File: src/rtl/stld_pkg.sv
package stld_pkg;
    typedef enum logic [1:0] {
        RES_NONE  = 2'd0,
        RES_FWD   = 2'd1,
        RES_STALL = 2'd2,
        RES_CACHE = 2'd3
    } res_kind_e;
endpackage

File: src/rtl/stld_entry_cmp.sv
// Classifies one store entry against the issuing load.
module stld_entry_cmp #(
    parameter int SEQ_W  = 16,
    parameter int ADDR_W = 16,
    parameter int SIZE_W = 4
) (
    input  logic [SEQ_W-1:0]  ld_seq,
    input  logic [ADDR_W-1:0] ld_addr,
    input  logic [SIZE_W-1:0] ld_size,
    input  logic              st_valid,
    input  logic [SEQ_W-1:0]  st_seq,
    input  logic [ADDR_W-1:0] st_addr,
    input  logic [SIZE_W-1:0] st_size,
    input  logic              st_committed,
    output logic              hits,
    output logic              covers
);
    localparam int EXT_W = ADDR_W + 1;

    logic [EXT_W-1:0] l_lo, l_hi, s_lo, s_hi;
    logic             takes_part, intersects;

    always_comb begin
        l_lo = {1'b0, ld_addr};
        s_lo = {1'b0, st_addr};
        l_hi = l_lo + EXT_W'(ld_size);
        s_hi = s_lo + EXT_W'(st_size);
        // skipped entries never reach the comparison
        takes_part = st_valid && (st_seq < ld_seq) &&
                     (st_size != '0) && !st_committed;
        intersects = (l_lo < s_hi) && (l_hi > s_lo);
        hits       = takes_part && intersects;
        covers     = (l_lo >= s_lo) && (l_hi <= s_hi);
    end
endmodule

File: src/rtl/stld_pick.sv
// Chooses the intersecting store with the largest sequence number.
module stld_pick #(
    parameter int DEPTH = 4,
    parameter int SEQ_W = 16,
    localparam int IDX_W = (DEPTH > 1) ? $clog2(DEPTH) : 1
) (
    input  logic [DEPTH-1:0]            cand,
    input  logic [DEPTH-1:0][SEQ_W-1:0] seq,
    output logic                        found,
    output logic [IDX_W-1:0]            idx
);
    logic [SEQ_W-1:0] best_seq;

    always_comb begin
        found    = 1'b0;
        idx      = '0;
        best_seq = '0;
        for (int i = 0; i < DEPTH; i++) begin
            if (cand[i] && (!found || (seq[i] > best_seq))) begin
                found    = 1'b1;
                idx      = IDX_W'(i);
                best_seq = seq[i];
            end
        end
    end
endmodule

File: src/rtl/stld_align.sv
// Shifts store data to the load's offset and keeps only the load's bytes.
module stld_align #(
    parameter int ADDR_W = 16,
    parameter int DATA_W = 64,
    parameter int SIZE_W = 4,
    localparam int BYTES = DATA_W / 8,
    localparam int OFF_W = (BYTES > 1) ? $clog2(BYTES) : 1
) (
    input  logic [DATA_W-1:0] st_data,
    input  logic [SIZE_W-1:0] st_size,
    input  logic [ADDR_W-1:0] ld_addr,
    input  logic [SIZE_W-1:0] ld_size,
    output logic [DATA_W-1:0] out_data
);
    logic [SIZE_W-1:0] size_m1;
    logic [OFF_W-1:0]  off;
    logic [DATA_W-1:0] shifted;

    always_comb begin
        size_m1 = st_size - SIZE_W'(1);
        off     = ld_addr[OFF_W-1:0] & size_m1[OFF_W-1:0];
        shifted = st_data >> {off, 3'b000};
        for (int b = 0; b < BYTES; b++) begin
            out_data[b*8 +: 8] = (int'(ld_size) > b) ? shifted[b*8 +: 8] : 8'h00;
        end
    end
endmodule

File: src/rtl/stld_stall_ctl.sv
// Stall record: oldest stalled load, the store it waits on, and the replay pulse.
module stld_stall_ctl #(
    parameter int SEQ_W = 16
) (
    input  logic             clk,
    input  logic             rst_n,
    input  logic             new_stall,
    input  logic [SEQ_W-1:0] new_ld_seq,
    input  logic [SEQ_W-1:0] new_st_seq,
    input  logic             wb_done,
    input  logic [SEQ_W-1:0] wb_seq,
    output logic             stalled,
    output logic [SEQ_W-1:0] stall_ld_seq,
    output logic [SEQ_W-1:0] stall_st_seq,
    output logic             replay_valid,
    output logic [SEQ_W-1:0] replay_seq
);
    typedef struct packed {
        logic             open;
        logic [SEQ_W-1:0] ld;
        logic [SEQ_W-1:0] st;
        logic             rep;
        logic [SEQ_W-1:0] rep_seq;
    } rec_t;

    rec_t rec_d, rec_q;
    logic release_now;

    always_comb begin
        rec_d       = rec_q;
        rec_d.rep   = 1'b0;
        release_now = rec_q.open && wb_done && (wb_seq == rec_q.st);
        if (release_now) begin
            rec_d.open    = 1'b0;
            rec_d.rep     = 1'b1;
            rec_d.rep_seq = rec_q.ld;
        end
        if (new_stall && (!rec_d.open || (new_ld_seq < rec_q.ld))) begin
            rec_d.open = 1'b1;
            rec_d.ld   = new_ld_seq;
            rec_d.st   = new_st_seq;
        end
    end

    always_ff @(posedge clk) begin
        if (!rst_n) rec_q <= '0;
        else        rec_q <= rec_d;
    end

    assign stalled      = rec_q.open;
    assign stall_ld_seq = rec_q.ld;
    assign stall_st_seq = rec_q.st;
    assign replay_valid = rec_q.rep;
    assign replay_seq   = rec_q.rep_seq;


    stall_hold_chk: assert property (@(posedge clk) disable iff (!rst_n)
        (stalled && !wb_done) |=> stalled);

    oldest_kept_chk: assert property (@(posedge clk) disable iff (!rst_n)
        (stalled && !wb_done) |=> (stall_ld_seq <= $past(stall_ld_seq)));

    replay_cause_chk: assert property (@(posedge clk) disable iff (!rst_n)
        replay_valid |-> $past(stalled));
endmodule

File: src/rtl/stld_fwd_unit.sv
module stld_fwd_unit #(
    parameter int DEPTH  = 4,
    parameter int SEQ_W  = 16,
    parameter int ADDR_W = 16,
    parameter int DATA_W = 64,
    parameter int SIZE_W = 4
) (
    input  logic                         clk,
    input  logic                         rst_n,
    input  logic                         ld_valid,
    input  logic [SEQ_W-1:0]             ld_seq,
    input  logic [ADDR_W-1:0]            ld_addr,
    input  logic [SIZE_W-1:0]            ld_size,
    input  logic [DEPTH-1:0]             sq_valid,
    input  logic [DEPTH-1:0][SEQ_W-1:0]  sq_seq,
    input  logic [DEPTH-1:0][ADDR_W-1:0] sq_addr,
    input  logic [DEPTH-1:0][SIZE_W-1:0] sq_size,
    input  logic [DEPTH-1:0][DATA_W-1:0] sq_data,
    input  logic [DEPTH-1:0]             sq_committed,
    input  logic [DEPTH-1:0]             sq_completed,
    input  logic                         wb_done,
    input  logic [SEQ_W-1:0]             wb_seq,
    output logic                         fwd_valid,
    output logic                         resched_valid,
    output logic                         cache_req,
    output logic [SEQ_W-1:0]             res_seq,
    output logic [DATA_W-1:0]            fwd_data,
    output logic                         stalled,
    output logic [SEQ_W-1:0]             stall_ld_seq,
    output logic [SEQ_W-1:0]             stall_st_seq,
    output logic                         replay_valid,
    output logic [SEQ_W-1:0]             replay_seq
);
    import stld_pkg::*;

    localparam int IDX_W = (DEPTH > 1) ? $clog2(DEPTH) : 1;

    typedef struct packed {
        res_kind_e         kind;
        logic [SEQ_W-1:0]  seq;
        logic [DATA_W-1:0] data;
    } res_t;

    logic [DEPTH-1:0] hit_vec, cov_vec;
    logic             found;
    logic [IDX_W-1:0] sel;
    logic [DATA_W-1:0] aligned;
    res_t res_d, res_q;

    for (genvar g = 0; g < DEPTH; g++) begin : g_cmp
        stld_entry_cmp #(.SEQ_W(SEQ_W), .ADDR_W(ADDR_W), .SIZE_W(SIZE_W)) u_cmp (
            .ld_seq      (ld_seq),
            .ld_addr     (ld_addr),
            .ld_size     (ld_size),
            .st_valid    (sq_valid[g]),
            .st_seq      (sq_seq[g]),
            .st_addr     (sq_addr[g]),
            .st_size     (sq_size[g]),
            .st_committed(sq_committed[g]),
            .hits        (hit_vec[g]),
            .covers      (cov_vec[g])
        );
    end

    // youngest intersecting older store wins
    stld_pick #(.DEPTH(DEPTH), .SEQ_W(SEQ_W)) u_pick (
        .cand (hit_vec),
        .seq  (sq_seq),
        .found(found),
        .idx  (sel)
    );

    stld_align #(.ADDR_W(ADDR_W), .DATA_W(DATA_W), .SIZE_W(SIZE_W)) u_align (
        .st_data (sq_data[sel]),
        .st_size (sq_size[sel]),
        .ld_addr (ld_addr),
        .ld_size (ld_size),
        .out_data(aligned)
    );

    always_comb begin
        res_d.kind = RES_NONE;
        res_d.seq  = '0;
        res_d.data = '0;
        if (ld_valid) begin
            res_d.seq = ld_seq;
            if (!found) begin
                res_d.kind = RES_CACHE;
            end else if (cov_vec[sel]) begin
                res_d.kind = RES_FWD;
                res_d.data = aligned;
            end else if (sq_completed[sel]) begin
                res_d.kind = RES_CACHE;
            end else begin
                res_d.kind = RES_STALL;
            end
        end
    end

    always_ff @(posedge clk) begin
        if (!rst_n) begin
            res_q.kind <= RES_NONE;
            res_q.seq  <= '0;
            res_q.data <= '0;
        end else begin
            res_q <= res_d;
        end
    end

    stld_stall_ctl #(.SEQ_W(SEQ_W)) u_stall (
        .clk         (clk),
        .rst_n       (rst_n),
        .new_stall   (res_d.kind == RES_STALL),
        .new_ld_seq  (ld_seq),
        .new_st_seq  (sq_seq[sel]),
        .wb_done     (wb_done),
        .wb_seq      (wb_seq),
        .stalled     (stalled),
        .stall_ld_seq(stall_ld_seq),
        .stall_st_seq(stall_st_seq),
        .replay_valid(replay_valid),
        .replay_seq  (replay_seq)
    );

    assign fwd_valid     = (res_q.kind == RES_FWD);
    assign resched_valid = (res_q.kind == RES_STALL);
    assign cache_req     = (res_q.kind == RES_CACHE);
    assign res_seq       = res_q.seq;
    assign fwd_data      = res_q.data;


    one_outcome_chk: assert property (@(posedge clk) disable iff (!rst_n)
        ld_valid |=> ($countones({fwd_valid, resched_valid, cache_req}) == 1));

    idle_quiet_chk: assert property (@(posedge clk) disable iff (!rst_n)
        !ld_valid |=> !(fwd_valid || resched_valid || cache_req));

    seq_echo_chk: assert property (@(posedge clk) disable iff (!rst_n)
        ld_valid |=> (res_seq == $past(ld_seq)));
endmodule

File: config.mk
export PLATFORM = sky130hd
export DESIGN_NAME = stld_fwd_unit
export DESIGN_NICKNAME = d
export VERILOG_FILES = /design/src/rtl/stld_pkg.sv /design/src/rtl/stld_entry_cmp.sv /design/src/rtl/stld_pick.sv /design/src/rtl/stld_align.sv /design/src/rtl/stld_stall_ctl.sv /design/src/rtl/stld_fwd_unit.sv
export SDC_FILE = /design/constraint.sdc
export NUM_CORES = 1
export LEC_CHECK = 0
export BUFFER_PORTS_ARGS = -buffer_cell sky130_fd_sc_hd__buf_2
export CORE_AREA = 2 2 236 238
export CTS_BUF_LIST = sky130_fd_sc_hd__clkbuf_16
export DETAILED_ROUTE_END_ITERATION = 6
export DIE_AREA = 0 0 238 240
export GPL_ROUTABILITY_DRIVEN = 0
export SYNTH_ARGS = -nofsm -noshare
export SYNTH_HDL_FRONTEND = slang
export SYNTH_SLANG_ARGS = --single-unit
File: constraint.sdc
create_clock -name clk -period 28.8 [get_ports clk]
set_input_delay 2.88 -clock clk [delete_from_list [all_inputs] [get_ports clk]]
set_output_delay 2.88 -clock clk [all_outputs]
set_load 0.03 [all_outputs]
==> flow_summary.json <==
{
  "grt_antenna_before_repair": 11,
  "arrival_ps": 17300,
  "cts_tree": "built",
  "cap_viol_max_count": 0,
  "core_area_um2": 54660,
  "die_area_um2": 57120,
  "worstMarginPinSlew_ps": 1217,
  "grt_overflow": 0,
  "fin_crit_ps": 16910,
  "clock_path_buffers": 2,
  "start_util": 0.3582,
  "firstDrtPassIters": 6,
  "pwr-share-clk": 0.278,
  "grt_pass1_wl_um": 129900,
  "finalSetupTns_ps": 0,
  "crit_fanout": 50,
  "synth.distinct_cells": 88,
  "sequentialPowerShare": 0.235,
  "status": "completed",
  "synth_seq_cells": 132,
  "clk_pin_slew_ps": 60,
  "synth_seq_area_share": 0.1350,
  "total_power_mw": 0.8035,
  "period_share": 0.5870,
  "p_sw_frac": 0.4173,
  "drt-total-wl_um": 90710,
  "io_pins": 601,
  "place_area_um2": 22720,
  "end_kind": "register",
  "synth_top_area_frac": 0.2556,
  "clock_latency_ps": 470,
  "finalClockSkew_ps": 14.88,
  "cts_hold_buf": 0,
  "timing.fmax_ghz": 0.05915,
  "postCtsSetupRepairBufs": 0,
  "hold_class": "reg2reg",
  "die_w_um": 238,
  "via_per_inst": 5.834,
  "postSynth.asyncResetShare": 0,
  "grt_max_degree": 75,
  "io_buffers": 600,
  "hold_violations": 0,
  "slowest_delay_ps": 970,
  "drive_gt1_frac": 0.2586,
  "routedWlPerCell_um": 25.11,
  "p_leak_nw": 12.05,
  "fin_area_um2": 23310,
  "grt_use_total": 0.3061,
  "syn_to_final_growth_pct": 19.08,
  "path_class": "in2reg",
  "syn_nets": 3274,
  "antenna_left": 0,
  "netlist_top_cells_area": "ha_1 26%, dfxtp_1 13%, mux2i_1 7.5%, nor2_1 5.2%, buf_4 3.6%",
  "dp_hpwl_um": 76490,
  "intPower_mw": 0.4682,
  "rows": 86,
  "relSlewSlack": 0.1886,
  "synth_edf_count": 0,
  "power_density_nw_per_um2": 34.47,
  "ir_worst_vdd_v": 0.00004471,
  "rsz0062_at_grt": "no",
  "synth_largest_area_cell": "ha_1",
  "start_kind": "input port",
  "via_count": 21070,
  "dr.first_iter.drc_count": 1497,
  "crit_slowest_cell": "nor3_1",
  "avgSynthCellArea_um2": 8.154,
  "dominantRegCellSynth": "dfxtp_1",
  "syn_inst": 2401,
  "slew_violations": 0,
  "first_global_vias": 21360,
  "critical_path_required_ps": 29190,
  "switchingPower_mw": 0.3353,
  "setup_viol": 0,
  "yosys_warnings": 0,
  "die_height_um": 240,
  "pwr-share-comb": 0.487,
  "clock_sinks": 132,
  "n_fill_cell": 5575,
  "drcViolationCount": 0,
  "htreeDepth": 4,
  "syn_area_um2": 19580,
  "final_util": 0.4265,
  "whs_ps": 492.1,
  "cts_resized": 0,
  "fin_nets": 3764,
  "cts_root_buffer": "clkbuf_16",
  "cts_buffers": 17,
  "cp_common_cell": "ha_1"
}
-- cell families (layout without fill, tap and decap cells) --
kind of cell             Yosys count  in the layout  synth area share
multiplexers                     188            188           0.09937
AND/OR/NAND/NOR                  679            679            0.1704
XOR/XNOR                          85             85           0.03802
buffers and inverters            337            840           0.08678
AO/OA/AOI/OAI                    575            575            0.2097
flip-flops                       132            132            0.1350
adder cells (fa/ha/maj)          405            405            0.2607
other                              0              4                 0
-- sequential cells by signal (all words and copies together), names as in the netlist --
name	count
u_stall.replay_seq	16
u_stall.stall_ld_seq	16
res_q	2
fwd_data	64
u_stall.replay_valid	1
res_seq	16
u_stall.stalled	1
u_stall.stall_st_seq	16
-- synth_stat cells (12+ instances only) --
cell / instances
nand2_1: 96
dfxtp_1: 132
o32ai_1: 17
nor4_1: 13
nand4_1: 74
nor2b_1: 28
nand2b_1: 20
and2_1: 25
clkbuf_1: 40
mux2_2: 33
nor2_1: 271
a221oi_1: 51
buf_4: 94
buf_2: 17
xor2_1: 22
a21o_1: 86
and4_1: 13
xnor2_1: 63
a21oi_1: 133
inv_1: 173
a221oi_2: 12
a31oi_1: 18
nand3_1: 50
a211oi_1: 15
o21a_1: 24
o21ai_0: 100
or3_1: 12
mux2i_1: 146
nor3_1: 37
o221ai_1: 17
ha_1: 400
-- routing by layer --
| layer | up-vias | track usage | part of all wire |
|---|---|---|---|
| met2 | 1015 | 0.5224 | 0.47 |
| met4 | 12 | 0.1752 | 0.063 |
| met5 | - | 0 | 0.00090 |
| li1 | 9802 | - | - |
| met1 | 9989 | 0.3535 | 0.39 |
| met3 | 253 | 0.06797 | 0.077 |
-- final cells by class --
type / count / area, um2 / share of cell area
Timing Repair Buffer: 634 / 3258 / 0.1397
Sequential cell: 132 / 2643 / 0.1133
Tap cell: 704 / 880.8 / 0.03778
Multi-Input combinational cell: 1932 / 15290 / 0.6557
Clock buffer: 17 / 425.4 / 0.01825
Antenna cell: 4 / 10.01 / 0.0004293
Clock inverter: 15 / 157.7 / 0.006762
Inverter: 174 / 653.1 / 0.02801
-- critical path: cells and delay by family --
family | cells | cell delay, ps
buffers and inverters | 3 | 740
XOR/XNOR | 1 | 140
AO/OA/AOI/OAI | 25 | 6480
adder cells (fa/ha/maj) | 6 | 1750
AND/OR/NAND/NOR | 18 | 5210
-- cell usage in the layout, fill, tap and decap left out, types with 18 or more instances in the layout --
master,count
nand4_1,74
nand2b_1,19
and2_1,25
nor2_1,270
ha_1,400
dfxtp_1,132
mux2i_1,146
nand2_1,96
a21oi_1,133
o21ai_0,100
buf_2,600
inv_1,174
a31oi_1,18
o21a_1,24
xnor2_1,63
mux2_2,33
a221oi_1,51
a21o_1,86
nor2b_1,28
buf_4,34
xor2_1,22
nor3_1,35
nand3_1,50
-- power by group through the flow --
stage / clock network, mW / logic, mW / registers [mW]
final: 0.223 / 0.391 / 0.189
after detailed placement: 0 / 0.383 / 0.193
after CTS: 0.226 / 0.385 / 0.189
after floorplan: 0 / 0.237 / 0.194
after global placement: 0 / 0.369 / 0.193
after global routing: 0.232 / 0.427 / 0.189
-- through the flow --
step	instances	setup WS, ps
detailed placement	3576	11600
CTS	3608	12060
global route	3608	10580
floorplan	2401	14610
finish	3612	11890
global placement	3576	12010
-- final timing paths --
path | startpoint | endpoint | slack [ps] | cells after the start
hold / removal | u_stall.replay_seq[6] | u_stall.replay_seq[6] | 490 | 2
hold reg to reg | u_stall.replay_seq[6] | u_stall.replay_seq[6] | 490 | 2
setup / recovery | ld_addr[1] | fwd_data[1] | 11890 | 53
setup reg to reg | u_stall.stall_st_seq[10] | u_stall.stall_st_seq[0] | 25130 | 11
(Power assumes the default switching activity.)
